==> src/rtl/cmt_pkg.sv <==
package cmt_pkg;
  localparam int REG_W    = 16;
  localparam int FLAG_BIT = 7;
  localparam int IE_BIT   = 6;
  localparam int SEL_W    = 2;
  localparam int NSEL     = 1 << SEL_W;
  localparam int OFF_CNT  = 2;
  localparam int OFF_CMP  = 4;

  function automatic int chan_base(input int n);
    return 2 + 6 * n;
  endfunction
endpackage

==> src/rtl/cmt_prescaler.sv <==
module cmt_prescaler #(
  parameter int NSEL     = 4,
  parameter int LOG_BASE = 3,
  parameter int LOG_STEP = 2
) (
  input  logic            clk,
  input  logic            rst_n,
  output logic [NSEL-1:0] tick_vec
);
  localparam int PRE_W = LOG_BASE + LOG_STEP * (NSEL - 1);

  logic [PRE_W-1:0] pre_q;

  always_ff @(posedge clk or negedge rst_n) begin
    if (!rst_n) pre_q <= '0;
    else        pre_q <= pre_q + PRE_W'(1);
  end

  for (genvar k = 0; k < NSEL; k++) begin : g_tap
    localparam int TW = LOG_BASE + LOG_STEP * k;
    assign tick_vec[k] = &pre_q[TW-1:0];
    if (k > 0) begin : g_nest
      AST_TICK_NESTED: assert property (@(posedge clk) disable iff (!rst_n)
        tick_vec[k] |-> tick_vec[k-1]);
    end
  end
endmodule

==> src/rtl/cmt_channel.sv <==
module cmt_channel
  import cmt_pkg::*;
#(
  parameter int CNT_W = 16
) (
  input  logic             clk,
  input  logic             rst_n,
  input  logic [NSEL-1:0]  tick_vec,
  input  logic             run,
  input  logic             wr_ctrl,
  input  logic             wr_cnt,
  input  logic             wr_cmp,
  input  logic [REG_W-1:0] wdata,
  output logic [REG_W-1:0] ctrl_rd,
  output logic [CNT_W-1:0] cnt_q,
  output logic [CNT_W-1:0] cmp_q,
  output logic             irq_req
);
  logic             flag_q, ie_q;
  logic [SEL_W-1:0] cks_q;
  logic             step, hit, match_ev, flag_clr;
  logic             unused_bits;

  assign unused_bits = ^{wdata[REG_W-1:FLAG_BIT+1], wdata[IE_BIT-1:SEL_W]};
  assign step     = run && tick_vec[cks_q];
  assign hit      = step && (cnt_q == cmp_q);
  assign match_ev = hit && !wr_cnt;
  assign flag_clr = wr_ctrl && !wdata[FLAG_BIT];

  always_ff @(posedge clk or negedge rst_n) begin
    if (!rst_n) begin
      cnt_q <= '0;
    end else if (wr_cnt) begin
      cnt_q <= wdata[CNT_W-1:0];
    end else if (step) begin
      cnt_q <= hit ? '0 : cnt_q + CNT_W'(1);
    end
  end

  always_ff @(posedge clk or negedge rst_n) begin
    if (!rst_n)      cmp_q <= '1;
    else if (wr_cmp) cmp_q <= wdata[CNT_W-1:0];
  end

  always_ff @(posedge clk or negedge rst_n) begin
    if (!rst_n) begin
      flag_q <= 1'b0;
      ie_q   <= 1'b0;
      cks_q  <= '0;
    end else begin
      flag_q <= match_ev | (flag_q & ~flag_clr);
      if (wr_ctrl) begin
        ie_q  <= wdata[IE_BIT];
        cks_q <= wdata[SEL_W-1:0];
      end
    end
  end

  always_comb begin
    ctrl_rd           = '0;
    ctrl_rd[FLAG_BIT] = flag_q;
    ctrl_rd[IE_BIT]   = ie_q;
    ctrl_rd[SEL_W-1:0] = cks_q;
  end

  assign irq_req = flag_q & ie_q;

  AST_CNT_HOLD: assert property (@(posedge clk) disable iff (!rst_n)
    (!run && !wr_cnt) |=> $stable(cnt_q));
  AST_WRAP_ZERO: assert property (@(posedge clk) disable iff (!rst_n)
    (run && tick_vec[cks_q] && cnt_q == cmp_q && !wr_cnt) |=> (cnt_q == '0 && flag_q));
  AST_FLAG_SOURCE: assert property (@(posedge clk) disable iff (!rst_n)
    $rose(flag_q) |-> $past(run && tick_vec[cks_q] && cnt_q == cmp_q));
  AST_FLAG_STICKY: assert property (@(posedge clk) disable iff (!rst_n)
    (flag_q && !(wr_ctrl && !wdata[FLAG_BIT])) |=> flag_q);
  AST_CNT_LOAD: assert property (@(posedge clk) disable iff (!rst_n)
    wr_cnt |=> cnt_q == $past(wdata[CNT_W-1:0]));
endmodule

==> src/rtl/cmt_top.sv <==
module cmt_top
  import cmt_pkg::*;
#(
  parameter int NCH    = 6,
  parameter int CNT_W  = 16,
  parameter int ADDR_W = $clog2(2 + 6 * NCH)
) (
  input  logic              clk,
  input  logic              rst_n,
  input  logic              bus_en,
  input  logic              bus_we,
  input  logic [ADDR_W-1:0] bus_addr,
  input  logic [REG_W-1:0]  bus_wdata,
  output logic [REG_W-1:0]  bus_rdata,
  output logic              irq
);
  logic [NCH-1:0]   run_q;
  logic [NSEL-1:0]  tick_vec;
  logic             wr, wr_start;
  logic [NCH-1:0]   sel_ctrl, sel_cnt, sel_cmp, irq_vec;
  logic [REG_W-1:0] ctrl_rd [NCH];
  logic [CNT_W-1:0] cnt_rd  [NCH];
  logic [CNT_W-1:0] cmp_rd  [NCH];
  logic             unused_start;

  assign wr       = bus_en && bus_we;
  assign wr_start = wr && (bus_addr == '0);
  assign unused_start = ^bus_wdata[REG_W-1:NCH];

  always_ff @(posedge clk or negedge rst_n) begin
    if (!rst_n)        run_q <= '0;
    else if (wr_start) run_q <= bus_wdata[NCH-1:0];
  end

  cmt_prescaler #(.NSEL(NSEL)) u_pre (
    .clk(clk), .rst_n(rst_n), .tick_vec(tick_vec)
  );

  for (genvar n = 0; n < NCH; n++) begin : g_ch
    assign sel_ctrl[n] = bus_addr == ADDR_W'(chan_base(n));
    assign sel_cnt[n]  = bus_addr == ADDR_W'(chan_base(n) + OFF_CNT);
    assign sel_cmp[n]  = bus_addr == ADDR_W'(chan_base(n) + OFF_CMP);

    cmt_channel #(.CNT_W(CNT_W)) u_ch (
      .clk(clk), .rst_n(rst_n), .tick_vec(tick_vec), .run(run_q[n]),
      .wr_ctrl(wr && sel_ctrl[n]), .wr_cnt(wr && sel_cnt[n]),
      .wr_cmp(wr && sel_cmp[n]), .wdata(bus_wdata),
      .ctrl_rd(ctrl_rd[n]), .cnt_q(cnt_rd[n]), .cmp_q(cmp_rd[n]),
      .irq_req(irq_vec[n])
    );
  end

  always_comb begin
    bus_rdata = '0;
    if (bus_addr == '0) bus_rdata = REG_W'(run_q);
    for (int n = 0; n < NCH; n++) begin
      if (sel_ctrl[n]) bus_rdata = ctrl_rd[n];
      if (sel_cnt[n])  bus_rdata = REG_W'(cnt_rd[n]);
      if (sel_cmp[n])  bus_rdata = REG_W'(cmp_rd[n]);
    end
  end

  assign irq = |irq_vec;

  AST_IRQ_QUIET: assert property (@(posedge clk) disable iff (!rst_n)
    (irq_vec == '0) |-> !irq);
  AST_RUN_LOAD: assert property (@(posedge clk) disable iff (!rst_n)
    !wr_start |=> $stable(run_q));
  AST_SEL_ONEHOT: assert property (@(posedge clk) disable iff (!rst_n)
    $onehot0({sel_ctrl, sel_cnt, sel_cmp}));
endmodule

==> config.mk <==
export PLATFORM = sky130hd
export DESIGN_NAME = cmt_top
export DESIGN_NICKNAME = d
export VERILOG_FILES = /design/src/rtl/cmt_pkg.sv /design/src/rtl/cmt_prescaler.sv /design/src/rtl/cmt_channel.sv /design/src/rtl/cmt_top.sv
export SDC_FILE = /design/constraint.sdc
export NUM_CORES = 1
export LEC_CHECK = 0
export ABC_AREA = 1
export BUFFER_PORTS_ARGS = -buffer_cell sky130_fd_sc_hd__buf_2
export CAP_MARGIN = 25
export CORE_MARGIN = 2
export CORE_UTILIZATION = 30
export CTS_BUF_LIST = sky130_fd_sc_hd__clkbuf_8
export CTS_CLUSTER_DIAMETER = 200
export DETAILED_ROUTE_END_ITERATION = 6
export GPL_TIMING_DRIVEN = 0
export PLACE_DENSITY_LB_ADDON = 0.1
export SLEW_MARGIN = 15
export SYNTH_ARGS = -nofsm -noshare
export SYNTH_HDL_FRONTEND = slang
export SYNTH_HIERARCHICAL = 1
export SYNTH_SLANG_ARGS = --single-unit
==> constraint.sdc <==
create_clock -name clk -period 2.7 [get_ports clk]
set_input_delay 0.405 -clock clk [delete_from_list [all_inputs] [get_ports clk]]
set_output_delay 0.405 -clock clk [all_outputs]
set_load 0.05 [all_outputs]
==> results by group, run 1 <==
Status
  – Status: complete, but fails checks
  – Failing checks: negative setup slack

Die
  – Floorplan Core Area: between 50000 and 60000 sq um
  – Die outline width: between 200 and 250 um
  – Std-Cell Rows: 89
  – Number of top-level pins: 43
  – Starting density of the core: a little under a third
  – Total Die Area: just over 60000 sq um
  – Die boundary height: between 200 and 250 um

Pwr
  – Pwr dens: 527 nW/um^2
  – Final Power: 11100 uW
  – Proportion of power drawn by combinational gates: 22.0%
  – Total net switching power: 4050 uW
  – Static leakage: ~0.011 uW
  – Part of the power in the clock network: about 36%
  – Internal power of the cells: between 7000 and 8000 uW
  – Sw Ratio: 36.4%
  – Flop pwr share: between 40% and 50%
  – Maximum vdd ir drop: approximately 0.3 mV

Cells and area
  – Commonest non-fill, non-tap cell in the layout: sky130_fd_sc_hd__nand2_1
  – Register area: between 5000 and 6000 sq um
  – # fillers: between 6000 and 7000
  – Filler-free cell count of the finished design: 3770
  – Multi-input combinational cell area: between 9000 and 10000 sq um
  – Layout cells sized above 1: 22.2%
  – Most used cells in the layout excluding fill and tap cells: sky130_fd_sc_hd__nand2_1 (973), sky130_fd_sc_hd__inv_1 (411), sky130_fd_sc_hd__nor2_1 (185)
  – P&R area growth vs syn: 18.4%
  – Non-Filler Cell Area, Final: roughly 21000 sq um
  – Net count of the finished layout: around 3000

Synth
  – Syn_area_per_cell: 6.46 sq um
  – Yosys warning count: 6
  – Share of the yosys chip area belonging to registers: 33.1%
  – Post-Synthesis Cell Area: between 15000 and 20000 sq um
  – Leading register cell type out of synthesis: sky130_fd_sc_hd__dfrtp_1
  – Number of cells produced by synthesis: 2761
  – Async set or reset register ratio after synthesis: 100%
  – Library cells used by synthesis: 37
  – Yosys reg bits: about 230
  – Number of enable-type register cells in the synthesized netlist: 0

Flow run
  – Count of max-cap constraint violations: 0

Timing
  – Slew headroom: 24.8%
  – Pins over their slew limit: 0
  – Slew of the pin with the lowest slew margin: about 1.1 ns
  – Final critical path time including I/O delays and setup: 3.19 ns
  – Layout Skew: about 0.038 ns
  – TNS Setup: -4.79 ns
  – RSZ-0062 raised after global routing: true
  – Hold slack: 0.268 ns
  – Hold Vio Cnt, Final: 0
  – Max frequency: around 310 MHz
  – Tcrit/Tclk final: 118%
  – Final number of setup-violating endpoints: 16
  – Final critical-path setup slack: -0.487 ns

Clock network
  – Max Root-Sink Buffers: 3
  – Clk_lat worst skew: 0.65 ns
  – Clock slew at reported path FFs: roughly 0.06 ns
  – Sink Count: around 230
  – Total CTS buffers: 50
  – Clock tree from TritonCTS: yes
  – Number of H-tree levels: 2
  – Root Buffer: sky130_fd_sc_hd__clkbuf_8

Global routing
  – Met2 Track Usage GR: around 38%
  – Wire length of the first global-routing pass: around 110 mm
  – Met3 Track Usage GR: about 2.8%
  – Antenna violations before repair: 2
  – GR Util All Layers: 22.8%
  – Met1 track demand over resource in global routing: 30.8%
  – Pin count of the biggest net entering global routing: 87
  – Most congested layer reported by global routing: met2
  – GRT Residual Overflow: 0
  – Number of global-route vias before repair: approximately 17000

Place
  – GPL Wtd Cong: approximately 0.86
  – Number of port buffers: 42
  – Number of placed cells counting well taps: 3645
  – Post-DP Area: around 19000 sq um
  – Placed wire-length estimate: slightly above 50 mm

Critical path
  – Sort of element at the start of the critical path: register
  – Reg2Reg Setup Slack: slightly below 0.3 ns
  – Reg2Reg Depth: 15
  – Worst r2r src: u_pre/pre_q[0]$_DFF_PN0_
  – Path type of the worst setup path: reg2out
  – Worst-path fanout max: 2
  – WP data arrival: 2.78 ns
  – Req. time, crit path: around 2.3 ns
  – Crit. End Element: output port
  – Worst reg2reg path endpoint: g_ch[1].u_ch/cnt_q[6]$_DFFE_PN0P_

Min path
  – Worst hold path endpoint: g_ch[2].u_ch/cmp_q[3]$_DFFE_PN1P_
  – Count of cells along the worst hold path: 3
  – Hold path startpoint: bus_wdata[3]
  – Path class of the lowest-slack min-delay path: in2reg

Drt
  – Count of routing violations after the opening detailed-route iteration: between 1000 and 1500
  – Post-detailed-route via-to-cell ratio: around 4.7
  – Drt total wl: just under 70 mm
  – Detailed-route DRC error count: 0
  – Via count: roughly 18000
  – Iteration count of the initial detailed-routing pass: 5
  – Count of nets left with antenna violations after detail routing: 0
  – Post-detailed-route wirelength per cell: between 15 and 20 um
==> kinds of logic after synthesis <==
logic type | synth area share (%)
other | 0.126
AND/OR/NAND/NOR | 39.9
multiplexers | 1.14
XOR/XNOR | 3.00
AO/OA/AOI/OAI | 6.67
adder cells (fa/ha/maj) | 0.702
flip-flops | 33.1
buffers and inverters | 15.4
==> worst max path at each step <==
stage                                             from                                end  slack, ns  depth (start not counted)
floorplan                                  bus_addr[1]                       bus_rdata[5]       0.32                         13
global placement                                 rst_n  g_ch[5].u_ch/cnt_q[9]$_DFFE_PN0P_      -3.65                          1
detailed placement                         bus_addr[0]                      bus_rdata[11]      -1.10                         15
CTS                 g_ch[0].u_ch/cnt_q[11]$_DFFE_PN0P_                      bus_rdata[11]      -0.69                         11
global route         g_ch[0].u_ch/cnt_q[4]$_DFFE_PN0P_                       bus_rdata[4]      -0.55                         11
finish              g_ch[0].u_ch/cnt_q[11]$_DFFE_PN0P_                      bus_rdata[11]      -0.49                         11
==> sequential cells by signal, summed over array words and instances (netlist names) <==
register          count
run_q                 6
g_ch.u_ch/cnt_q      96
g_ch.u_ch/ie_q        6
u_pre/pre_q           9
g_ch.u_ch/flag_q      6
g_ch.u_ch/cmp_q      96
g_ch.u_ch/cks_q      12
==> power by group through the flow <==
stage	registers (uW)	clock network, uW	logic, uW
6_report	4710	3960	2450
4_1_cts	4710	4110	2420
3_5_place_dp	4780	0	2270
3_3_place_gp	4780	0	2230
5_1_grt	4790	4240	2790
2_1_floorplan	4510	0	1620
==> worst max-delay path, stage by stage, from the launching register on <==
cell and delay (ns):
sky130_fd_sc_hd__dfrtp_2 0.43, sky130_fd_sc_hd__nand2_2 0.08, sky130_fd_sc_hd__nand3_2 0.08, sky130_fd_sc_hd__nor2_4 0.12, sky130_fd_sc_hd__nand4_1 0.20, sky130_fd_sc_hd__nor2_1 0.16
sky130_fd_sc_hd__nand4_1 0.16, sky130_fd_sc_hd__nor2_4 0.24, sky130_fd_sc_hd__nand4_1 0.19, sky130_fd_sc_hd__nor2_4 0.19, sky130_fd_sc_hd__nand3_2 0.11, sky130_fd_sc_hd__buf_8 0.17
==> synth_stat cells (12+ instances only) <==
cell type	instances	area [sq um]
sky130_fd_sc_hd__inv_1	390	1460
sky130_fd_sc_hd__mux2_2	18	203
sky130_fd_sc_hd__nor2_4	12	135
sky130_fd_sc_hd__nor2_2	19	119
sky130_fd_sc_hd__dfrtp_1	135	3380
sky130_fd_sc_hd__inv_2	66	248
sky130_fd_sc_hd__nand3_2	62	621
sky130_fd_sc_hd__a21oi_1	16	80.1
sky130_fd_sc_hd__nor2_1	220	826
sky130_fd_sc_hd__buf_2	19	95.1
sky130_fd_sc_hd__dfstp_2	96	2520
sky130_fd_sc_hd__nor3_1	29	145
sky130_fd_sc_hd__nand2_1	995	3730
sky130_fd_sc_hd__nand4_1	89	557
sky130_fd_sc_hd__nand3_1	113	566
sky130_fd_sc_hd__clkbuf_1	35	131
sky130_fd_sc_hd__xor2_1	60	526
sky130_fd_sc_hd__o21ai_1	36	180
sky130_fd_sc_hd__o21ai_0	178	891
sky130_fd_sc_hd__buf_4	93	698
==> timing repair <==
action                                  CTS  global route
pin swaps                                76            74
endpoints found under the setup margin   17            82
gates resized for setup                 127            53
gates cloned                              0             0
hold endpoints to repair                 43             0
setup buffers                            17            13
hold buffers                              1             0
==> per-stage QoR <==
step | util, % | setup slack, ns
after detailed placement | 32.8 | -1.10
after floorplan | - | 0.317
after global placement | 32.7 | -3.65
after global routing | 35.8 | -0.553
after CTS | 35.4 | -0.686
final | 35.8 | -0.487
==> layer usage <==
| metal | share of wire [%] | wire length (um) |
|---|---|---|
| met2 | 46 | 32100 |
| met1 | 45 | 31500 |
| met5 | 0 | 0 |
| met4 | 3.4 | 2330 |
| met3 | 5.0 | 3480 |
==> layout make-up <==
| type | instances | area share, % |
|---|---|---|
| Inverter | 462 | 8.24 |
| Clock buffer | 65 | 4.24 |
| Tap cell | 773 | 4.58 |
| Timing Repair Buffer | 76 | 3.04 |
| Clock inverter | 29 | 0.545 |
| Sequential cell | 231 | 28.0 |
| Antenna cell | 2 | 0.0237 |
| Buffer | 152 | 4.83 |
| Multi-Input combinational cell | 1980 | 46.5 |
(Power assumes the default switching activity.)
==> inputs of run 2 (changes only) <==
- CORE_MARGIN: 2 -> not set
- CORE_UTILIZATION: 30 -> 48
==> run 2 against run 1 <==
  * The flow still finishes with violations (negative setup slack)
  * Via count up 1.6%
  * Hold slack lost 0.064 ns
  * Core utilization increased by 20 points
  * Critical path depth increased by 5
  * Global-route usage up 9.3 points
  * Critical path type is now in2out
  * Critical endpoint is now bus_rdata[9]
  * Largest power group unchanged
==> results by group, run 2 (synthesis gave the netlist of run 1 again) <==
Status
  – Failing checks: negative setup slack (unchanged)
  – Status: complete, but fails checks (unchanged)

Global routing
  – Antenna violations before repair: 1 (was 2)
  – GR Util All Layers: 32.1% (was 22.8%)
  – GRT Residual Overflow: 0 (unchanged)
  – Wire length of the first global-routing pass: 94.6 mm (was 105 mm)
  – Number of global-route vias before repair: 16700 (was 17000)
  – Pin count of the biggest net entering global routing: 82 (was 87)

Clock network
  – Clock slew at reported path FFs: 0.06 ns (about the same)
  – Clock tree from TritonCTS: yes (unchanged)
  – Sink Count: 231 (unchanged)
  – Number of H-tree levels: 2 (unchanged)
  – Clk_lat worst skew: 0.64 ns (was 0.65 ns)
  – Max Root-Sink Buffers: 3 (unchanged)
  – Root Buffer: sky130_fd_sc_hd__clkbuf_8 (unchanged)
  – Total CTS buffers: 48 (was 50)

Timing
  – Tcrit/Tclk final: 119% (was 118%)
  – Layout Skew: 0.0233 ns (was 0.0376 ns)
  – Final critical-path setup slack: -0.504 ns (was -0.487 ns)
  – Max frequency: 312 MHz (was 314 MHz)
  – Slew of the pin with the lowest slew margin: 1.02 ns (was 1.13 ns)
  – Final critical path time including I/O delays and setup: 3.20 ns (was 3.19 ns)
  – RSZ-0062 raised after global routing: true (unchanged)
  – Final number of setup-violating endpoints: 16 (unchanged)
  – Hold Vio Cnt, Final: 0 (unchanged)
  – Slew headroom: 32.2% (was 24.8%)
  – Pins over their slew limit: 0 (unchanged)

Critical path
  – Worst r2r src: u_pre/pre_q[0]$_DFF_PN0_ (unchanged)
  – Reg2Reg Depth: 16 (was 15)
  – Sort of element at the start of the critical path: primary input (was register)
  – Path type of the worst setup path: in2out (was reg2out)
  – Reg2Reg Setup Slack: 0.25 ns (was 0.29 ns)
  – WP data arrival: 2.80 ns (was 2.78 ns)
  – Req. time, crit path: 2.30 ns (about the same)
  – Crit. End Element: output port (unchanged)
  – Worst reg2reg path endpoint: g_ch[0].u_ch/cnt_q[6]$_DFFE_PN0P_ (was g_ch[1].u_ch/cnt_q[6]$_DFFE_PN0P_)
  – Worst-path fanout max: 9 (was 2)

Flow run
  – Count of max-cap constraint violations: 0 (unchanged)

Place
  – Number of port buffers: 42 (unchanged)
  – GPL Wtd Cong: 0.935 (was 0.864)
  – Placed wire-length estimate: 42.8 mm (was 50.3 mm)

Pwr
  – Static leakage: 0.0106 uW (was 0.0107 uW)
  – Maximum vdd ir drop: 0.520 mV (was 0.306 mV)
  – Pwr dens: 534 nW/um^2 (was 527 nW/um^2)
  – Final Power: 11000 uW (was 11100 uW)

Min path
  – Path class of the lowest-slack min-delay path: in2reg (unchanged)
  – Worst hold path endpoint: g_ch[4].u_ch/cmp_q[7]$_DFFE_PN1P_ (was g_ch[2].u_ch/cmp_q[3]$_DFFE_PN1P_)
  – Count of cells along the worst hold path: 3 (unchanged)
  – Hold path startpoint: bus_wdata[7] (was bus_wdata[3])

Cells and area
  – Final core utilization: 56.1% (was 35.8%)
  – Net count of the finished layout: 2987 (was 2989)
  – P&R area growth vs syn: 15.2% (was 18.4%)
  – Ant diodes: 0 (was 2)
  – Layout cells sized above 1: 21.4% (was 22.2%)
  – Commonest non-fill, non-tap cell in the layout: sky130_fd_sc_hd__nand2_1 (unchanged)
  – Most used cells in the layout excluding fill and tap cells: sky130_fd_sc_hd__nand2_1 (981), sky130_fd_sc_hd__inv_1 (407), sky130_fd_sc_hd__nor2_1 (194) (was sky130_fd_sc_hd__nand2_1 (973), sky130_fd_sc_hd__inv_1 (411), sky130_fd_sc_hd__nor2_1 (185))
  – Largest registers ranked by flip-flop count: g_ch.u_ch/cmp_q (96), g_ch.u_ch/cnt_q (96), g_ch.u_ch/cks_q (12) (unchanged)

Die
  – Number of top-level pins: 43 (unchanged)
  – Floorplan Core Area: 36600 sq um (was 58900 sq um)
  – Std-Cell Rows: 70 (was 89)
  – Die outline width: 195 um (was 248 um)
  – Die boundary height: 195 um (was 248 um)
  – Total Die Area: 37900 sq um (was 61400 sq um)
  – Starting density of the core: 48.7% (was 30.3%)

Drt
  – Count of nets left with antenna violations after detail routing: 0 (unchanged)
  – Iteration count of the initial detailed-routing pass: 5 (unchanged)
  – Drt total wl: 60.2 mm (was 69.4 mm)
  – Post-detailed-route via-to-cell ratio: 5.17 (was 4.67)
  – Via count: 17900 (was 17600)
  – Detailed-route DRC error count: 0 (unchanged)
  – Post-detailed-route wirelength per cell: 17.4 um (was 18.4 um)
  – Count of routing violations after the opening detailed-route iteration: 1593 (was 1227)
==> run 2: cell types whose count changed in the layout (fill, tap and decap cells not counted), sizes merged <==
cell,delta
buf,+8
clkbuf,-13
bufinv,+1
clkinvlp,+1
inv,-3
diode,-2
==> run 2: stage by stage <==
step | hold WS, ns | instance area (sq um) | setup TNS, ns | setup WS (ns) | std cells
3_5_place_dp | 0.430 | 18900 | -19.47 | -0.698 | 3339
3_3_place_gp | 0.453 | 18900 | -612.20 | -3.25 | 3337
5_1_grt | 0.193 | 20500 | -7.52 | -0.630 | 3457
6_report | 0.204 | 20500 | -5.86 | -0.504 | 3457
4_1_cts | 0.160 | 20300 | -6.33 | -0.586 | 3444
2_1_floorplan | 0.109 | 18100 | 0 | 0.317 | 2827
==> run 2: area by class of cell <==
class,count,area [sq um]
clock inverters,28,146
flip-flops and latches,231,5920
inverters,462,1740
multi-input cells,1980,9680
clock buffers,60,826
well taps,468,586
plain buffers,151,1000
repair buffers,77,644
fillers,3719,16100
==> run 2: layer usage <==
layer	GRT usage (%)	routed length (um)	vias to the layer above
li1	-	-	8765
met1	46.4	28000	8345
met2	49.1	26300	666
met3	4.37	4150	102
met4	11.1	1820	0
met5	0	0	-
==> run 2: power breakdown <==
| group | internal [uW] | switching [uW] |
|---|---|---|
| clock | 2090 | 1750 |
| combinational | 859 | 1550 |
| sequential | 4080 | 634 |
| total | 7030 | 3940 |
==> run 2: critical path, cell delays in order <==
cell	delay (ns)
sky130_fd_sc_hd__buf_2	0.14
sky130_fd_sc_hd__inv_2	0.12
sky130_fd_sc_hd__nor2_8	0.07
sky130_fd_sc_hd__nand2_2	0.13
sky130_fd_sc_hd__nor2_4	0.11
sky130_fd_sc_hd__inv_4	0.11
sky130_fd_sc_hd__nor2_1	0.08
sky130_fd_sc_hd__nor2_4	0.17
sky130_fd_sc_hd__nand4_1	0.22
sky130_fd_sc_hd__nor2_1	0.18
sky130_fd_sc_hd__nand4_1	0.21
sky130_fd_sc_hd__nor2_2	0.19
sky130_fd_sc_hd__nand4_1	0.17
sky130_fd_sc_hd__nor2_2	0.13
sky130_fd_sc_hd__nand4_1	0.16
sky130_fd_sc_hd__buf_6	0.21
==> run 2: worst max-delay path by stage <==
stage,from,end,cells after the start,slack (ns)
CTS,g_ch[0].u_ch/cnt_q[9]$_DFFE_PN0P_,bus_rdata[9],11,-0.59
global route,g_ch[0].u_ch/cnt_q[10]$_DFFE_PN0P_,bus_rdata[10],11,-0.63
detailed placement,bus_addr[1],bus_rdata[9],16,-0.70
floorplan,bus_addr[1],bus_rdata[5],13,0.32
global placement,rst_n,g_ch[5].u_ch/cnt_q[9]$_DFFE_PN0P_,1,-3.25
finish,bus_addr[1],bus_rdata[9],16,-0.50
==> run 2: what timing repair did <==
action,in CTS,in global routing
gates resized for setup,98,35
hold endpoints to repair,50,0
pin swaps,67,59
setup buffers,18,14
setup endpoints to repair,16,60
hold buffers,1,0
